<file path="src/rtl/linked_dma_channel.sv">
module linked_dma_channel #(
  parameter int CNT_W      = 12,
  parameter int LIM_WIDE   = 'h7FF,
  parameter int LIM_NARROW = 'h3FF
) (
  input  logic        clk,
  input  logic        rst_n,
  input  logic        reg_we,
  input  logic [1:0]  reg_sel,
  input  logic [31:0] reg_wdata,
  input  logic [1:0]  mode_i,
  input  logic        dir_i,
  input  logic        go_i,
  output logic        mem_req,
  output logic        mem_we,
  output logic [31:0] mem_addr,
  output logic [1:0]  mem_width,
  output logic [31:0] mem_wdata,
  input  logic        mem_ack,
  input  logic [31:0] mem_rdata,
  input  logic        mem_err,
  output logic [1:0]  status_o,
  output logic        done_o,
  output logic        irq_o,
  output logic        err_o
);
  localparam logic [CNT_W-1:0] LIM_W = CNT_W'(LIM_WIDE);
  localparam logic [CNT_W-1:0] LIM_N = CNT_W'(LIM_NARROW);
  localparam int SZ_W = 14;

  typedef enum logic [2:0] {S_IDLE, S_FETCH, S_CHK, S_RD, S_WR, S_LINK} st_t;
  st_t st;

  logic [31:0]      dev_q, mem_q, next_q, data_q;
  logic [SZ_W-1:0]  size_q;
  logic [31:2]      fetch_q;
  logic [1:0]       widx;
  logic [CNT_W-1:0] left_q;
  logic             oneshot_q, dir_q;

  wire [1:0]       wcode    = size_q[13:12];
  wire [CNT_W-1:0] cnt      = size_q[CNT_W-1:0];
  wire [2:0]       step     = (wcode == 2'd0) ? 3'd4 : (wcode == 2'd2) ? 3'd2 : 3'd1;
  wire             desc_bad = (wcode == 2'd1) || (cnt > ((wcode == 2'd0) ? LIM_W : LIM_N));
  wire             idle     = (st == S_IDLE);
  wire             abort    = !idle && (mode_i == 2'd0);
  wire             on_bus   = (st == S_FETCH) || (st == S_RD) || (st == S_WR);
  wire             fault    = (on_bus && mem_ack && mem_err) || (st == S_CHK && desc_bad);

  assign mem_req   = on_bus;
  assign mem_we    = (st == S_WR);
  assign mem_wdata = data_q;
  assign mem_width = (st == S_FETCH) ? 2'd0 : wcode;
  assign err_o     = err_q;

  always_comb begin
    case (st)
      S_FETCH: mem_addr = {fetch_q, 2'b00} + {28'd0, widx, 2'b00};
      S_RD:    mem_addr = dir_q ? mem_q : dev_q;
      S_WR:    mem_addr = dir_q ? dev_q : mem_q;
      default: mem_addr = 32'd0;
    endcase
    case (st)
      S_IDLE:          status_o = 2'd0;
      S_FETCH, S_CHK:  status_o = 2'd1;
      S_LINK:          status_o = 2'd2;
      default:         status_o = 2'd3;
    endcase
  end

  logic err_q;

  always_ff @(posedge clk or negedge rst_n) begin
    if (!rst_n) begin
      st <= S_IDLE;
      dev_q <= '0; mem_q <= '0; size_q <= '0; next_q <= '0; data_q <= '0;
      fetch_q <= '0; widx <= '0; left_q <= '0;
      oneshot_q <= 1'b0; dir_q <= 1'b0;
      done_o <= 1'b0; irq_o <= 1'b0; err_q <= 1'b0;
    end else begin
      done_o <= 1'b0;
      irq_o  <= 1'b0;
      if (abort) begin
        st <= S_IDLE;
      end else if (fault) begin
        err_q <= 1'b1;
        irq_o <= 1'b1;
        st    <= S_IDLE;
      end else begin
        case (st)
          S_IDLE: begin
            if (reg_we) begin
              case (reg_sel)
                2'd0: dev_q  <= reg_wdata;
                2'd1: mem_q  <= reg_wdata;
                2'd2: size_q <= reg_wdata[SZ_W-1:0];
                default: next_q <= reg_wdata;
              endcase
            end
            if (go_i && (mode_i == 2'd1 || mode_i == 2'd2)) begin
              dir_q     <= dir_i;
              err_q     <= 1'b0;
              oneshot_q <= (mode_i == 2'd2);
              fetch_q   <= next_q[31:2];
              widx      <= 2'd0;
              st        <= (mode_i == 2'd2) ? S_CHK : S_FETCH;
            end
          end
          S_FETCH: if (mem_ack) begin
            case (widx)
              2'd0: dev_q  <= mem_rdata;
              2'd1: mem_q  <= mem_rdata;
              2'd2: size_q <= mem_rdata[SZ_W-1:0];
              default: next_q <= mem_rdata;
            endcase
            widx <= widx + 2'd1;
            if (widx == 2'd3) st <= S_CHK;
          end
          S_CHK: begin
            left_q <= cnt;
            st     <= (cnt == '0) ? S_LINK : S_RD;
          end
          S_RD: if (mem_ack) begin
            data_q <= mem_rdata;
            st     <= S_WR;
          end
          S_WR: if (mem_ack) begin
            mem_q  <= mem_q + {29'd0, step};
            left_q <= left_q - 1'b1;
            st     <= (left_q == CNT_W'(1)) ? S_LINK : S_RD;
          end
          S_LINK: begin
            irq_o <= next_q[0];
            if (next_q[1] && !oneshot_q) begin
              fetch_q <= next_q[31:2];
              widx    <= 2'd0;
              st      <= S_FETCH;
            end else begin
              done_o <= 1'b1;
              st     <= S_IDLE;
            end
          end
          default: st <= S_IDLE;
        endcase
      end
    end
  end


  abort_idle_chk: assert property (@(posedge clk) disable iff (!rst_n)
    (mode_i == 2'd0 && status_o != 2'd0) |=> (status_o == 2'd0 && !mem_req));


  dev_fixed_chk: assert property (@(posedge clk) disable iff (!rst_n)
    (st == S_RD || st == S_WR) |=> $stable(dev_q));


  busy_write_chk: assert property (@(posedge clk) disable iff (!rst_n)
    (st == S_RD || st == S_WR || st == S_LINK || st == S_CHK) && reg_we |=> ($stable(size_q) && $stable(next_q)));


  irq_cause_chk: assert property (@(posedge clk) disable iff (!rst_n)
    irq_o |-> (err_o || next_q[0]));


  done_idle_chk: assert property (@(posedge clk) disable iff (!rst_n)
    done_o |-> (status_o == 2'd0 && !err_o && !mem_req));


  err_rise_chk: assert property (@(posedge clk) disable iff (!rst_n)
    $rose(err_o) |-> (irq_o && status_o == 2'd0));


  req_status_chk: assert property (@(posedge clk) disable iff (!rst_n)
    mem_req |-> (status_o == 2'd1 || status_o == 2'd3));
endmodule

</file>
<file path="config.mk">
export PLATFORM = sky130hd
export DESIGN_NAME = linked_dma_channel
export DESIGN_NICKNAME = d
export VERILOG_FILES = /design/src/rtl/linked_dma_channel.sv
export SDC_FILE = /design/constraint.sdc
export NUM_CORES = 1
export LEC_CHECK = 0
export ABC_AREA = 1
export ABC_CLOCK_PERIOD_IN_PS = 3400
export BUFFER_PORTS_ARGS = -buffer_cell sky130_fd_sc_hd__buf_2
export CORE_MARGIN = 2
export CORE_UTILIZATION = 24
export CTS_CLUSTER_DIAMETER = 200
export CTS_CLUSTER_SIZE = 14
export DETAILED_ROUTE_END_ITERATION = 6
export SLEW_MARGIN = 20
export SYNTH_ARGS = -nofsm -noshare
export SYNTH_HDL_FRONTEND = slang
export SYNTH_SLANG_ARGS = --single-unit
export TNS_END_PERCENT = 20
</file>
<file path="constraint.sdc">
create_clock -name clk -period 3.4 [get_ports clk]
set_clock_uncertainty 0.2 [all_clocks]
set_input_delay 0.34 -clock clk [delete_from_list [all_inputs] [get_ports clk]]
set_output_delay 0.34 -clock clk [all_outputs]
set_load 0.01 [all_outputs]
</file>
==> summary by stage <==
Critical path
Along the worst path, the maximum fanout reaches 6. The path length in cells of the critical path is 11. The sum of buffers and inverters on the critical path is 3. The slowest stage of the critical path belongs to the cell sky130_fd_sc_hd__dfrtp_2. The kind of end point of the critical path is a primary output. The critical path's top delay family is simple AND/OR/NAND/NOR gates. The category of the most critical setup path is flop to primary output. The largest single stage delay on the critical path is 410 ps. The signal arrival time at the worst endpoint is 2690 ps. At the worst endpoint, the required time is 2860 ps. Counting cells, the worst reg-to-reg path comes to 10. Traced cell by cell, the critical path runs through ha_2 > fa_2 > nand2_1 > nor2_1 > buf_4 > nand2_1 > inv_1 > nand4_1 > nand3_1 > nand3_1 > buf_2.

STA classifies the critical path startpoint as a flop.

Clock tree
The total CTS buffers is 17. The maximum count of clock buffers along a single path is 2. The library cell used as clock root buffer is sky130_fd_sc_hd__clkbuf_16.

Clock-pin slew was measured on the worst setup and hold paths at 70 ps. CTS saw 194 sinks. TritonCTS built the clock tree. The number of levels in the clock H-tree is 4. The later-pin clock latency in the skew report is 460 ps.

Layout
Cells with a size suffix above 1 make up 12.09% of the layout. In the final layout, the multi-input gates occupy 6302 um2. The total of fill cells in the finished design is 5564. The register area is 4857 um2. Compared with the post-synthesis result, the final layout area differs by 20.32%.

The final layout contains 2107 nets.

Power
The sequential share of power is 31.8%. The internal power of the cells is 0.006694 W. Summed over all nets, the switching power comes to 0.007001 W.

The maximum VDD drop is 461.0 uV. In this run the static leakage power is 7.377 nW. In this run the power density over the cells is 939.2 nW/um2. The overall power is 0.01370 W. Combinational logic is responsible for 53.5% of the overall power. The clock share of power is 14.7%. In this run switching power makes up 51.12% of total power.

Job
The max capacitance violation total is 0.

STA
Once routing completed, OpenROAD measured the worst setup slack at 166.2 ps. Setup repair after global routing left no endpoint under its margin. The highest clock frequency the design can meet is 309.2 MHz. Adding up every negative setup slack in the final design gives 0 ps.

The count of final max-slew check failures is 0. For the pin with the worst max-slew slack, the measured transition is 964.5 ps. The portion of the clock cycle consumed by the worst path in the final layout is 95.11%. The clock period minus final worst setup slack is 3234 ps. The worst pin sits at a relative slew slack of 35.46%.

The final hold violation count is 0. Setup violations remaining at the end of the flow were counted as 0.

Route
Summed over all layers, the routed wires come to 45440 um. In the routed design, unresolved DRC markers number 0. Using the TritonRoute via totals, the vias-per-cell ratio works out to 4.796. The detail route stage leaves a number of antenna-violating nets equal to 0.

The count of TritonRoute iterations in the first routing pass is 5. After detailed routing, the average wire length per cell comes to 16.83 um. The DRC marker count from the first detailed-route iteration is 1245.

Summing over every cut layer, the via total after detailed routing is 12.95k.

Global routing
The initial antenna violation count was 4. Global routing finished with a remaining overflow of 0. The first-pass GRT wire length is 70280 um. The largest net degree at the start of global routing is 70. The number of global-route vias before repair was 12.06k.

Across every metal layer, demand over resource in global routing totals 17.29%.

Die
The die outline area is 52320 um2. Measured along the y axis, the die boundary spans 228.7 um. The number of top-level pins is 148.

In this run the horizontal extent of the chip is 228.7 um. In this run the standard cell core region covers 49970 um2. After floorplanning, the core was divided into 82 placement rows. The initial standard-cell utilization of the core is 24.26%.

Synth
The register area share after synthesis is 40.05%. The cell count after synthesis is 1866. The share of synthesized area in the top cell type comes to 40.05%. The synthesized design spends more area on one cell type than any other, namely sky130_fd_sc_hd__dfrtp_1. After synthesis the cells add up to 12120 um2. For this run, the number of Yosys warnings is 0. The synthesized net count is 1958.

The count of unique library cells instantiated by Yosys is 35. Counting flops and latches in the post-synthesis netlist gives 194. After synthesis, the cell types taking the most area are sky130_fd_sc_hd__dfrtp_1, sky130_fd_sc_hd__nand2_1, sky130_fd_sc_hd__nand3_1.

The average footprint of a synthesized cell is 6.495 um2.

Placement
The HPWL after detailed placement is 34320 um. The last weighted congestion value of the routability-driven placer is 0.9148. The number of buffer cells added on primary ports is 147. Prior to clock tree synthesis, the placed netlist has a worst setup slack of 194.6 ps.

Status
The run finished with clean final reports.

Hold path
The number of stages on the worst hold path is 3. The path class of the tightest hold or removal check is input port to flop.
state kept, by name, summed over array words and instances, names as in the netlist:
signal	count
dev_q	32
dir_q	1
done_o	1
err_o	1
fetch_q	30
irq_o	1
left_q	12
mem_q	32
mem_wdata	32
next_q	32
oneshot_q	1
size_q	14
st	3
widx	2
path summary, 6_finish.rpt:
path	slack, ps	startpoint	end
worst max-delay path	170	widx[0]$_DFFE_PN0P_	mem_addr[18]
worst min-delay path	40	mem_rdata[4]	mem_wdata[4]$_DFFE_PN0P_
worst max register to register	330	st[0]$_DFFE_PN0P_	size_q[0]$_DFFE_PN0P_
worst min register to register	270	mem_wdata[29]$_DFFE_PN0P_	mem_wdata[29]$_DFFE_PN0P_
max in group asynchronous	1860	rst_n	mem_q[29]$_DFFE_PN0P_
min in group asynchronous	270	rst_n	fetch_q[27]$_DFFE_PN0P_
repair_timing:
item / 4_1_cts / 5_1_grt
setup endpoints to repair: 5 / 10
hold buffers: 33 / 0
buffers inserted: 0 / 2
gates resized for setup: 5 / 9
pin swaps: 0 / 1
hold endpoints to repair: 97 / 0
cell usage after synthesis (all sizes together):
cell / n
a21oi: 43
a22o: 2
a31oi: 1
buf: 34
clkbuf: 51
dfrtp: 194
fa: 2
ha: 15
inv: 169
nand2: 759
nand3: 234
nand3b: 3
nand4: 16
nor2: 129
nor3: 18
nor3b: 1
o2111ai: 1
o211ai: 6
o21ai: 174
o21bai: 2
o221ai: 1
o22ai: 1
o311ai: 1
or2: 5
xnor2: 3
xor2: 1
worst reg2reg max path, cell delays in order (launching register included):
cell and delay, ps:
sky130_fd_sc_hd__dfrtp_1 460, sky130_fd_sc_hd__nor2_1 190, sky130_fd_sc_hd__nand2_1 230, sky130_fd_sc_hd__inv_2 150, sky130_fd_sc_hd__a21oi_1 80, sky130_fd_sc_hd__inv_1 80
sky130_fd_sc_hd__nand2_2 80, sky130_fd_sc_hd__nor2_1 740, sky130_fd_sc_hd__nand2_1 520, sky130_fd_sc_hd__nand2_1 180, sky130_fd_sc_hd__nand2_1 60
logic make-up after synthesis:
logic type	after synthesis	synth area share, %
AO/OA/AOI/OAI	232	9.921
XOR/XNOR	4	0.2891
adder cells (fa/ha/maj)	17	1.879
buffers and inverters	254	8.413
flip-flops	194	40.05
AND/OR/NAND/NOR	1165	39.44
power by group through the flow:
| stage | Combinational [W] | Sequential [W] | Clock, W |
|---|---|---|---|
| after floorplan | 0.00484 | 0.00418 | 0 |
| after global placement | 0.00713 | 0.00435 | 0 |
| after detailed placement | 0.00725 | 0.00436 | 0 |
| after CTS | 0.00732 | 0.00434 | 0.00206 |
| after global routing | 0.00824 | 0.00450 | 0.00215 |
| final | 0.00733 | 0.00435 | 0.00201 |
layer usage:
layer,part of all wire [%],vias up,track usage [%]
met2,46,437,27.41
met3,6.9,42,3.219
met1,45,6220,24.25
met4,1.6,0,4.085
li1,-,6250,-
met5,0,-,0
layout by cell type, fill, tap and decap left out, types with 2 or more instances in the layout:
master / n
sky130_fd_sc_hd__a22o_1: 2
sky130_fd_sc_hd__dlygate4sd3_1: 33
sky130_fd_sc_hd__nand3b_1: 3
sky130_fd_sc_hd__clkbuf_8: 4
sky130_fd_sc_hd__buf_4: 31
sky130_fd_sc_hd__a21oi_1: 43
sky130_fd_sc_hd__o211ai_1: 6
sky130_fd_sc_hd__dfrtp_2: 2
sky130_fd_sc_hd__inv_2: 7
sky130_fd_sc_hd__clkbuf_1: 3
sky130_fd_sc_hd__clkinv_4: 2
sky130_fd_sc_hd__dfrtp_1: 192
sky130_fd_sc_hd__o21ai_1: 14
sky130_fd_sc_hd__nand3_1: 230
sky130_fd_sc_hd__inv_1: 160
sky130_fd_sc_hd__buf_2: 146
sky130_fd_sc_hd__nor2_2: 7
sky130_fd_sc_hd__ha_1: 14
sky130_fd_sc_hd__buf_12: 4
sky130_fd_sc_hd__nor2_1: 120
sky130_fd_sc_hd__clkinv_2: 4
sky130_fd_sc_hd__o21bai_1: 2
sky130_fd_sc_hd__nand3_2: 4
sky130_fd_sc_hd__nor2_4: 2
sky130_fd_sc_hd__xnor2_1: 3
sky130_fd_sc_hd__or2_2: 5
sky130_fd_sc_hd__clkbuf_16: 17
sky130_fd_sc_hd__nand2_1: 756
sky130_fd_sc_hd__nand4_1: 16
sky130_fd_sc_hd__o21ai_0: 160
sky130_fd_sc_hd__nor3_1: 16
sky130_fd_sc_hd__nand2_2: 3
layout make-up:
cell class                 count  area share (%)
sequential                   194           33.31
clock inverter                 8          0.5405
multi-input combinational   1418           43.22
antenna                        1         0.01716
clock buffer                  23           3.278
tap                          672           5.766
timing repair buffer         215           9.515
inverter                     169           4.359
per-stage QoR:
| step | std cells | util [%] | hold slack [ps] | area [um2] |
|---|---|---|---|---|
| finish | 2700 | 29.19 | 36.58 | 14580 |
| global route | 2699 | 29.18 | 30.86 | 14580 |
| detailed placement | 2633 | 27.30 | 216.3 | 13640 |
| global placement | 2633 | 27.30 | 216.9 | 13640 |
| floorplan | 1866 | - | -155.6 | 12120 |
| CTS | 2697 | 29.11 | 23.04 | 14540 |
(Power assumes the default switching activity.)
